File: src/rtl/suspend_seq_pkg.sv
package suspend_seq_pkg;

  localparam int DIR_TX  = 0;
  localparam int DIR_RX  = 1;
  localparam int NUM_DIR = 2;

  typedef enum logic [1:0] {
    PH_IDLE = 2'd0,
    PH_WAIT = 2'd1,
    PH_SUSP = 2'd2
  } phase_t;

  typedef struct packed {
    logic loadFast;
    logic clrFast;
    logic latchMode;
  } dp_strobe_t;

endpackage

File: src/rtl/suspend_seq_ctrl.sv
module suspend_seq_ctrl
  import suspend_seq_pkg::*;
(
  input  logic       clk,
  input  logic       hardRstN,
  input  logic       softRst,
  input  logic       stopCmd,
  input  logic       regWrEn,
  input  logic       spndBit,
  input  logic       quiet,
  input  logic       drained,
  input  logic       modeFast,
  output phase_t     phase,
  output dp_strobe_t strobe
);

  phase_t phaseNext;
  logic   abortReq;
  logic   releaseReq;
  logic   enterReq;
  logic   doneNow;

  assign abortReq   = softRst | stopCmd;
  assign releaseReq = regWrEn & ~spndBit;
  assign enterReq   = regWrEn & spndBit;
  assign doneNow    = quiet & (modeFast | drained);

  always_comb begin
    phaseNext = phase;
    if (abortReq) begin
      phaseNext = PH_IDLE;
    end else if (releaseReq) begin
      phaseNext = PH_IDLE;
    end else begin
      case (phase)
        PH_IDLE: if (enterReq) phaseNext = PH_WAIT;
        PH_WAIT: if (doneNow)  phaseNext = PH_SUSP;
        PH_SUSP: phaseNext = PH_SUSP;
        default: phaseNext = PH_IDLE;
      endcase
    end
  end

  always_ff @(posedge clk or negedge hardRstN) begin
    if (!hardRstN) phase <= PH_IDLE;
    else           phase <= phaseNext;
  end

  always_comb begin
    strobe.clrFast   = abortReq;
    strobe.loadFast  = regWrEn & ~abortReq;
    strobe.latchMode = (phase == PH_IDLE) & enterReq & ~abortReq;
  end

  // suspend is only entered after an edge where all busy inputs were low
  assert_enter_quiet_R5: assert property (@(posedge clk) disable iff (!hardRstN)
    (phase == PH_SUSP && $past(phase) != PH_SUSP) |-> $past(quiet));

  // a draining sequence only ends after an edge with all buffers empty
  assert_enter_drained_R7: assert property (@(posedge clk) disable iff (!hardRstN)
    (phase == PH_SUSP && $past(phase) == PH_WAIT && !modeFast) |-> $past(drained));

  // a write with the request bit clear leaves suspend on the next cycle
  assert_release_idle_R8: assert property (@(posedge clk) disable iff (!hardRstN)
    (regWrEn && !spndBit && !softRst && !stopCmd) |=> (phase == PH_IDLE));

endmodule

File: src/rtl/suspend_seq_dp.sv
module suspend_seq_dp
  import suspend_seq_pkg::*;
#(
  parameter int DATA_W   = 32,
  parameter int SPND_POS = 0,
  parameter int FAST_POS = 15
) (
  input  logic                clk,
  input  logic                hardRstN,
  input  dp_strobe_t          strobe,
  input  phase_t              phase,
  input  logic                fastBitIn,
  input  logic [NUM_DIR-1:0]  dmaBusy,
  input  logic [NUM_DIR-1:0]  frameBusy,
  input  logic [NUM_DIR-1:0]  fifoEmpty,
  input  logic [NUM_DIR-1:0]  bufEmpty,
  output logic                quiet,
  output logic                drained,
  output logic                modeFast,
  output logic [DATA_W-1:0]   regRdData,
  output logic [NUM_DIR-1:0]  inhibitDma,
  output logic [NUM_DIR-1:0]  inhibitFrame,
  output logic                flushReq,
  output logic                suspended
);

  logic fastEn;
  logic active;
  logic draining;

  always_ff @(posedge clk or negedge hardRstN) begin
    if (!hardRstN)            fastEn <= 1'b0;
    else if (strobe.clrFast)  fastEn <= 1'b0;
    else if (strobe.loadFast) fastEn <= fastBitIn;
  end

  always_ff @(posedge clk or negedge hardRstN) begin
    if (!hardRstN)             modeFast <= 1'b0;
    else if (strobe.latchMode) modeFast <= fastBitIn;
  end

  assign quiet    = ~(|dmaBusy) & ~(|frameBusy);
  assign drained  = (&fifoEmpty) & (&bufEmpty);
  assign active   = (phase != PH_IDLE);
  assign draining = (phase == PH_WAIT) & ~modeFast;

  genvar d;
  generate
    for (d = 0; d < NUM_DIR; d++) begin : g_dir
      if (d == DIR_TX) begin : g_tx
        assign inhibitDma[d]   = active;
        assign inhibitFrame[d] = active & ~draining;
      end else begin : g_rx
        assign inhibitDma[d]   = active & ~draining;
        assign inhibitFrame[d] = active;
      end
    end
  endgenerate

  genvar b;
  generate
    for (b = 0; b < DATA_W; b++) begin : g_rd
      if (b == FAST_POS) begin : g_fast
        assign regRdData[b] = fastEn;
      end else if (b == SPND_POS) begin : g_spnd
        assign regRdData[b] = active;
      end else begin : g_res
        assign regRdData[b] = 1'b0;
      end
    end
  endgenerate

  assign flushReq  = draining;
  assign suspended = (phase == PH_SUSP);

  // the latched method never changes during a sequence
  assert_mode_hold_R3: assert property (@(posedge clk) disable iff (!hardRstN)
    (phase != PH_IDLE && $past(phase) != PH_IDLE) |-> $stable(modeFast));

endmodule

File: src/rtl/suspend_seq.sv
module suspend_seq
  import suspend_seq_pkg::*;
#(
  parameter int DATA_W   = 32,
  parameter int SPND_POS = 0,
  parameter int FAST_POS = 15
) (
  input  logic                       clk,
  input  logic                       hardRstN,
  input  logic                       softRst,
  input  logic                       stopCmd,
  input  logic                       regWrEn,
  input  logic [DATA_W-1:0]          regWrData,
  output logic [DATA_W-1:0]          regRdData,
  input  logic [NUM_DIR-1:0]         dmaBusy,
  input  logic [NUM_DIR-1:0]         frameBusy,
  input  logic [NUM_DIR-1:0]         fifoEmpty,
  input  logic [NUM_DIR-1:0]         bufEmpty,
  output logic [NUM_DIR-1:0]         inhibitDma,
  output logic [NUM_DIR-1:0]         inhibitFrame,
  output logic                       flushReq,
  output logic                       suspended
);

  phase_t     phase;
  dp_strobe_t strobe;
  logic       quiet;
  logic       drained;
  logic       modeFast;
  logic       unusedWrBits;

  assign unusedWrBits = ^regWrData;

  suspend_seq_ctrl u_ctrl (
    .clk      (clk),
    .hardRstN (hardRstN),
    .softRst  (softRst),
    .stopCmd  (stopCmd),
    .regWrEn  (regWrEn),
    .spndBit  (regWrData[SPND_POS]),
    .quiet    (quiet),
    .drained  (drained),
    .modeFast (modeFast),
    .phase    (phase),
    .strobe   (strobe)
  );

  suspend_seq_dp #(
    .DATA_W   (DATA_W),
    .SPND_POS (SPND_POS),
    .FAST_POS (FAST_POS)
  ) u_dp (
    .clk          (clk),
    .hardRstN     (hardRstN),
    .strobe       (strobe),
    .phase        (phase),
    .fastBitIn    (regWrData[FAST_POS]),
    .dmaBusy      (dmaBusy),
    .frameBusy    (frameBusy),
    .fifoEmpty    (fifoEmpty),
    .bufEmpty     (bufEmpty),
    .quiet        (quiet),
    .drained      (drained),
    .modeFast     (modeFast),
    .regRdData    (regRdData),
    .inhibitDma   (inhibitDma),
    .inhibitFrame (inhibitFrame),
    .flushReq     (flushReq),
    .suspended    (suspended)
  );

  // once suspended every new activity is blocked and no flush is asked
  assert_susp_blocks_R7: assert property (@(posedge clk) disable iff (!hardRstN)
    suspended |-> (&inhibitDma && &inhibitFrame && !flushReq));

  // during a drain only the emptying paths stay open
  assert_drain_lanes_R6: assert property (@(posedge clk) disable iff (!hardRstN)
    flushReq |-> (inhibitDma[DIR_TX] && inhibitFrame[DIR_RX] &&
                  !inhibitDma[DIR_RX] && !inhibitFrame[DIR_TX] && !suspended));

  // stop or soft reset clears the method bit and every output
  assert_abort_clears_R9: assert property (@(posedge clk) disable iff (!hardRstN)
    (softRst || stopCmd) |=> (regRdData == '0 && !suspended && !flushReq &&
                              inhibitDma == '0 && inhibitFrame == '0));

endmodule

File: config.mk
export PLATFORM = sky130hd
export DESIGN_NAME = suspend_seq
export DESIGN_NICKNAME = d
export VERILOG_FILES = /design/src/rtl/suspend_seq_pkg.sv /design/src/rtl/suspend_seq_ctrl.sv /design/src/rtl/suspend_seq_dp.sv /design/src/rtl/suspend_seq.sv
export SDC_FILE = /design/constraint.sdc
export NUM_CORES = 1
export LEC_CHECK = 0
export CAP_MARGIN = 25
export CORE_UTILIZATION = 21
export CTS_BUF_LIST = sky130_fd_sc_hd__clkbuf_4 sky130_fd_sc_hd__clkbuf_8 sky130_fd_sc_hd__clkbuf_16
export CTS_CLUSTER_SIZE = 40
export DETAILED_ROUTE_END_ITERATION = 10
export PLACE_DENSITY = 0.77
export REMOVE_ABC_BUFFERS = 1
export SLEW_MARGIN = 20
export SYNTH_ARGS = -nofsm -noshare
export SYNTH_HDL_FRONTEND = slang
export SYNTH_SLANG_ARGS = --single-unit
File: constraint.sdc
create_clock -name clk -period 1.4 [get_ports clk]
set_input_delay 0.28 -clock clk [delete_from_list [all_inputs] [get_ports clk]]
set_output_delay 0.28 -clock clk [all_outputs]
set_load 0.005 [all_outputs]
==> results of run 1 <==
[kinds of logic after synthesis]
| logic type | synth area share (%) |
|---|---|
| buffers and inverters | 49.7 |
| adders and majority gates | 9.07 |
| AOI/OAI and AO/OA | 1.81 |
| other | 0.680 |
| muxes | 7.48 |
| and+or+nand+nor | 13.2 |
| DFF | 18.1 |
[worst min path at each step]
stage,start,cells after the start,end,slack (ns)
2_1_floorplan,hardRstN,0,u_ctrl.phase[0],-0.02
3_3_place_gp,u_dp.modeFast,1,u_dp.modeFast,0.50
3_5_place_dp,u_dp.modeFast,1,u_dp.modeFast,0.49
4_1_cts,hardRstN,1,u_dp.fastEn,0.26
5_1_grt,hardRstN,1,u_dp.fastEn,0.26
6_report,hardRstN,1,u_dp.fastEn,0.26
[cell type report]
type / count / area, µm² / area share, %
multi-input cells: 52 / 332 / 38.3
inverters: 3 / 16.3 / 1.88
repair buffers: 40 / 357 / 41.2
clock buffers: 3 / 22.5 / 2.60
flip-flops and latches: 4 / 101 / 11.7
well taps: 30 / 37.5 / 4.34
[sequential cells by signal, indices dropped and copies added, names as in the netlist]
signal,cells
u_dp.fastEn,1
u_dp.modeFast,1
u_ctrl.phase,2
[metrics by stage]
stage | setup slack [ns] | TNS [ns] | power (mW) | std cells
after floorplan | -0.0942 | -0.188 | 0.181 | 59
after global placement | -0.432 | -2.24 | 0.260 | 120
after detailed placement | -0.497 | -2.59 | 0.263 | 120
after CTS | -0.224 | -1.69 | 0.409 | 127
after global routing | -0.301 | -1.81 | 0.458 | 132
final | -0.241 | -1.35 | 0.422 | 132
[metal layers]
layer | GRT usage (%) | vias to the layer above | wire (µm)
met4 | 6.14 | 0 | 13
met2 | 15.8 | 32 | 706
met1 | 6.32 | 221 | 372
met3 | 4.31 | 2 | 130
li1 | - | 221 | -
met5 | 0 | - | 0
[cells in the final DEF, fill, tap and decap left out]
cell type and n:
sky130_fd_sc_hd__clkbuf_4 3, sky130_fd_sc_hd__dlymetal6s2s_1 1, sky130_fd_sc_hd__buf_4 13, sky130_fd_sc_hd__nand2_1 1
sky130_fd_sc_hd__buf_2 1, sky130_fd_sc_hd__conb_1 30, sky130_fd_sc_hd__mux2_2 1, sky130_fd_sc_hd__ha_4 3
sky130_fd_sc_hd__dfrtp_1 3, sky130_fd_sc_hd__dlygate4sd2_1 3, sky130_fd_sc_hd__mux2i_1 3, sky130_fd_sc_hd__nor2_1 1
sky130_fd_sc_hd__clkdlybuf4s50_1 11, sky130_fd_sc_hd__nand3_1 4, sky130_fd_sc_hd__ha_1 1, sky130_fd_sc_hd__a222oi_1 1
sky130_fd_sc_hd__nand2b_1 1, sky130_fd_sc_hd__dfrtp_2 1, sky130_fd_sc_hd__or4_1 1, sky130_fd_sc_hd__nand4_1 2
sky130_fd_sc_hd__and2b_4 1, sky130_fd_sc_hd__inv_4 2, sky130_fd_sc_hd__buf_6 8, sky130_fd_sc_hd__inv_2 1
sky130_fd_sc_hd__nor2_4 1, sky130_fd_sc_hd__clkbuf_2 3, sky130_fd_sc_hd__nor3_1 1
[timing repair]
action	CTS	global route
setup endpoints to repair	9	10
hold buffers	0	0
pin swaps	3	4
setup buffers	4	5
resized for setup	23	27
hold endpoints to repair	0	0
[report_power, final]
| part | internal (mW) | switching [mW] |
|---|---|---|
| Clock | 0.0957 | 0.0449 |
| Combinational | 0.0890 | 0.0618 |
| Sequential | 0.126 | 0.00539 |
==> metrics list, run 1 <==
- Input and output buffers added on the ports amount to 22.
- For the finished layout, the period the worst path requires is 1.64 ns.
- The critical path goes through ha_4, and2b_4, buf_6, a222oi_1, buf_4, mux2i_1.
- Warnings, synthesis: 0
- The first detailed-routing pass took 6 iterations.
- Max-slew violation count: 0
- Setup repair after global routing could not meet its margin everywhere.
* Remaining DRCs: 0
* Crit path required time: 1.54 ns
- Data arrives at the worst endpoint at 1.78 ns.
- CTS tree: done
- Post-synthesis instance area: 552 µm²
- For this run, the leading register cell type out of synthesis is sky130_fd_sc_hd__dfrtp_1.
- Among all cell types in the netlist, the one instantiated most often is sky130_fd_sc_hd__buf_4.
- Counting every instance in the synthesized netlist gives 65.
- Number of global-route vias before repair: 404
- For this run the aggregate overflow at the end of global routing stands at 0.
- Yosys mapped a number of flops with a built-in enable equal to 0.
* Slowest cell on the critical path: sky130_fd_sc_hd__dfrtp_2
- The net count of the finished layout is 153.
- Share of the yosys chip area belonging to registers: 18.1%
- Clock-pin slew on the worst setup and hold paths: 0.04 ns
* Startpoint types: flip-flop
- Clock tree buffer depth: 2
- Initial detailed-routing violation count: 11
* CTS Buf Count: 3
* Static leakage: 0.452 nW
- Entering global routing, the biggest net connects 5 pins.
- STA classifies the critical path endpoint as a flip-flop.
- Setup violations remaining at the end of the flow were counted as 9.
* Reg2reg end: u_ctrl.phase[0]
- Worst hold margin: 0.265 ns
- Setup slack on the critical path of the routed design comes to -0.241 ns.
* Clock skew after layout: 0.00312 ns
* Area grow syn2layout: 56.9%
- Placement Cell Area: 723 µm²
* Worst setup path class: reg -> reg
- Path category of the worst min-delay check: in -> async
* Length in cells of the worst reg-to-reg path: 6
- Crit. path cell count: 6
* Post-Syn Area per Cell: 8.49 µm²
- Final design instance area without fill: 866 µm²
- Across the VDD grid, the largest voltage drop is 0.263 mV.
* Global-route wire length before repair: 1550 µm
- Die area: 0.00284 mm²
* Post-detailed-route via-to-cell ratio: 3.61
* Final hold vios: 0
- The run finished, with violations left.
* Wire per inst: 9.27 µm
- The floorplan has 18 rows.
- 0 antenna diodes ended up in the layout.
* Clock root buffer master: sky130_fd_sc_hd__clkbuf_4
- Fraction of registers with async set or reset after synthesis: 100%
- Startpoint of the worst-slack reg-to-reg timing path: u_ctrl.phase[0]
- Detailed-route wire length: 1220 µm
* Setup slack on the worst flop-to-flop path: -0.24 ns
* Clock latency on the worst-skew pair: 0.24 ns
- The commonest cells after synthesis are sky130_fd_sc_hd__buf_4 (35), sky130_fd_sc_hd__dfrtp_1 (4), sky130_fd_sc_hd__ha_1 (4), sky130_fd_sc_hd__nand3_1 (4).
- During I/O placement, the number of pins put on the boundary was 83.
* Category of cells accounting for the largest share of critical-path delay: flip-flops
- The congestion estimate from routability-driven global placement came to 0.625.
- For this design the ratio of total power to cell area is 488 mW/mm².
- In this run the number of H-tree levels came out at 1.
- Post-synth top area cell: sky130_fd_sc_hd__buf_4
* Sinks on the clock net: 4
- The post-route netlist has 37.3% of its cells at a drive strength greater than 1.
* ANT nets after route: 0
* Detailed placement HPWL: 961 µm
- Following the worst setup path forward leads to its endpoint at u_ctrl.phase[0].
- From bottom edge to top edge, the die measures 53.3 µm.
* Floorplan Core Area: 0.00248 mm²
- Global routing used 8.44% of the available tracks across all layers.
- The initial antenna violation count was 0.
- Timing startpoint of the critical path: u_ctrl.phase[0]
- Initial core utilization: 22.3%
- In this run, synthesis produced a sequential element count of 4.
- Share of the clock period used by the worst path after layout: 117%
- Count of unique library cells instantiated by Yosys: 16
- In this design, the stage delay of the slowest critical-path cell is 0.43 ns.
- Along the worst path, the maximum fanout reaches 3.
- The checks that failed: negative setup slack.
* Synth top area cells: sky130_fd_sc_hd__buf_4 (48%), sky130_fd_sc_hd__dfrtp_1 (18%), sky130_fd_sc_hd__ha_1 (9.1%)
* Number of max-capacitance violations reported: 0
* Synth top area share: 47.6%
- The layout has 265 filler cells.
* Number of buffers and inverters on the critical path: 2
* Final Util: 34.9%
* Total via count after detailed routing: 476
* Die span in x: 53.3 µm
- For this run, the top clock speed supported by timing is 609 MHz.
(Power assumes the default switching activity.)
==> run 2, diff against run 1 <==
- GPL_ROUTABILITY_DRIVEN: default -> 0
==> results of run 2 <==
Same layout as run 1: the final DEF is identical, and so are final timing and power.
==> run 3, diff against run 2 <==
- MAX_ROUTING_LAYER: default -> met4
- SKIP_LAST_GASP: default -> 1
==> run 3 against run 2 <==
The flow still finishes with violations (negative setup slack). Flip-flop and latch count unchanged. Non-clock buffer count decreased by 5. Largest power group is now the clock network. Wire length decreased by 10%. Clock power about the same. Core utilization decreased by 3.7 points. Cell count decreased by 3.8%.
==> metrics list, run 3 (synthesis results as in run 1) <==
- The count of buffers from port buffering was 22 (unchanged).
- The average routed wire per standard cell was 8.65 µm (-6.6%).
* Largest registers ranked by flip-flop count: u_ctrl.phase x2, u_dp.fastEn x1, u_dp.modeFast x1
- The worst register-to-register path begins at u_ctrl.phase[0].
* Detailed Routing Iterations Pass 1: 4 (-2)
- The count of inserted antenna diode cells is 0 (unchanged).
- The sequential fraction of design power was 32.4% (+1.4 points).
* Cell Count Post-Placement: 120 (unchanged)
* Maximum number of pins on one net before global-route repair: 5 (unchanged)
- The clock tree buffer depth came to 2 (unchanged).
- The cell internal power dissipation came to 0.297 mW (-4.4%).
- Antenna violations before repair: 0 (unchanged)
- The latest clock arrival within the worst-skew pair came to 0.23 ns (about the same).
- The count of pins on the block boundary was 83 (unchanged).
* Fraction of layout instances using a drive strength above 1: 27.8% (-9.4 points)
- The clock slew seen by the registers of the worst setup and hold paths is 0.04 ns (about the same).
- The count of final setup violators came to 7 (-2).
* Sinks on the clock net: 4 (unchanged)
* Number of global-route vias before repair: 404 (unchanged)
- Number of standard-cell rows in the floorplan: 18 (unchanged)
- The final-report hold violation count is 0 (unchanged).
- Critical path endpoint category: flip-flop
- The number of violations of the max-capacitance limit was 0 (unchanged).
- Global-route wire length before repair: 1550 µm (unchanged)
* Floorplan Core Area: 0.00248 mm² (unchanged)
* Power consumption: 0.401 mW (-5.0%)
* Clock group share of total power: 35.0% (+1.7 points)
* ANT nets after route: 0 (unchanged)
* Final design instance area without fill: 774 µm² (-11%)
- Post-detailed-route via-to-cell ratio: 3.55 (-1.5%)
* Power density cells: 518 mW/mm² (+6.2%)
- Net count, final: 148 (-3.3%)
- Initial core utilization: 22.3% (unchanged)
- Area grow syn2layout: 40.4%
- Worst path setup slack after routing: -0.203 ns (+0.0378 ns)
- Initial detailed-routing violation count: 6 (-5)
- Psw: 0.104 mW (-6.9%)
* Max-slew violation count: 0 (unchanged)
- Most frequent cells in the layout: sky130_fd_sc_hd__conb_1 (30), sky130_fd_sc_hd__buf_4 (13), sky130_fd_sc_hd__clkdlybuf4s50_1 (11)
- The total CTS buffers is 3 (unchanged).
- The final reports fail on negative setup slack.
* Static leakage: 0.427 nW (-5.6%)
- Die Ht: 53.3 µm (unchanged)
* Post-cts hold buffer count: 0 (unchanged)
- The overall fraction of global-route tracks in use was 8.65% (+0.22 points).
* Crit path required time: 1.55 ns (about the same)
- Die area: 0.00284 mm² (unchanged)
- The post-detailed-placement cell area is 723 µm² (unchanged).
- Share of the clock period used by the worst path after layout: 115% (-2.7 points)
- Leaving out fill and tap cells, the most frequent cell in the layout is sky130_fd_sc_hd__conb_1.
- The total number of vias came to 451 (-5.3%).
- The flow ran to the end, but the final reports show violations.
- CTS tree: done
* Register ranked first by flip-flop count: u_ctrl.phase
* Startpoint types: flip-flop
- The most critical setup path has its startpoint at u_ctrl.phase[0].
- Fmax achieved: 624 MHz (+2.4%)
* Detailed placement HPWL: 961 µm (unchanged)
- The non-filler instance count after layout is 127 (-3.8%).
- The switching share of power is 26.0% (-0.52 points).
- The post-route minimum period came to 1.60 ns (-0.0378 ns).
- Worst Path Max Fanout: 3 (unchanged)
- The number of flip-flops under the largest register name is 2 (unchanged).
- The width of the chip came to 53.3 µm (unchanged).
* Final Util: 31.3% (-3.7 points)
- H-tree level count: 1 (unchanged)
- The detailed-route DRC error count came to 0 (unchanged).
- Minimum setup slack after placement: -0.497 ns (unchanged)
- Path category of the worst min-delay check: in -> async
- Detailed-route wire length: 1100 µm (-10%)
- Worst setup path class: reg -> reg
* Max IR drop VDD: 0.263 mV (+0.11%)
* Arrival time of the worst setup path: 1.75 ns (-0.03 ns)
- The share of total power in combinational logic was 32.6% (-3.1 points).
- The total overflow reported by the global router came to 0 (unchanged).
* Clock skew after layout: 0.00338 ns (+0.000259 ns)
* Setup repair after global routing missed its margin: yes
- Clock tree synthesis selected as its root buffer the cell sky130_fd_sc_hd__clkbuf_4.
[run 3: final cells by class]
class / instances / area, µm²
Tap cell: 30 / 37.5
Timing Repair Buffer: 35 / 299
Multi-Input combinational cell: 52 / 302
Clock buffer: 3 / 22.5
Inverter: 3 / 13.8
Sequential cell: 4 / 100
Fill cell: 272 / 1700
[run 3: repair_timing]
item,in CTS,in global routing
setup endpoints to repair,9,10
setup buffers,4,0
resized for setup,21,6
pin swaps,3,2
[run 3: worst paths after layout]
kind | endpoint | slack (ns) | cells past startpoint
max | u_ctrl.phase[1] | -0.20 | 6
min | u_dp.fastEn | 0.26 | 1
max reg2reg | u_ctrl.phase[1] | -0.20 | 6
min reg2reg | u_dp.modeFast | 0.51 | 1
max in group asynchronous | u_ctrl.phase[1] | 0.95 | 1
min in group clk | u_dp.modeFast | 0.51 | 1
[run 3: critical path, cell delays in order (launching register included)]
cell and delay [ns]:
sky130_fd_sc_hd__dfrtp_1 0.39, sky130_fd_sc_hd__ha_2 0.19, sky130_fd_sc_hd__and2b_4 0.16, sky130_fd_sc_hd__buf_4 0.12, sky130_fd_sc_hd__a222oi_1 0.29, sky130_fd_sc_hd__buf_4 0.18, sky130_fd_sc_hd__mux2i_1 0.19
[run 3: power groups by stage]
| stage | Clock (mW) | Sequential [mW] | Combinational [mW] |
|---|---|---|---|
| 2_1_floorplan | 0 | 0.130 | 0.0509 |
| 3_3_place_gp | 0 | 0.131 | 0.129 |
| 3_5_place_dp | 0 | 0.131 | 0.132 |
| 4_1_cts | 0.148 | 0.130 | 0.131 |
| 5_1_grt | 0.156 | 0.131 | 0.150 |
| 6_report | 0.140 | 0.130 | 0.131 |
[run 3: layer usage]
metal	routed length, µm	track usage (%)	up-vias
met4	13	6.14	0
met5	0	-	-
met1	346	6.32	206
met3	131	4.31	2
met2	607	15.8	32
li1	-	-	211
[run 3: metrics by stage]
step / hold slack (ns) / setup TNS (ns)
after floorplan: -0.0156 / -0.188
after global routing: 0.260 / -1.78
after detailed placement: 0.492 / -2.59
after CTS: 0.256 / -1.70
final: 0.260 / -1.21
after global placement: 0.498 / -2.24
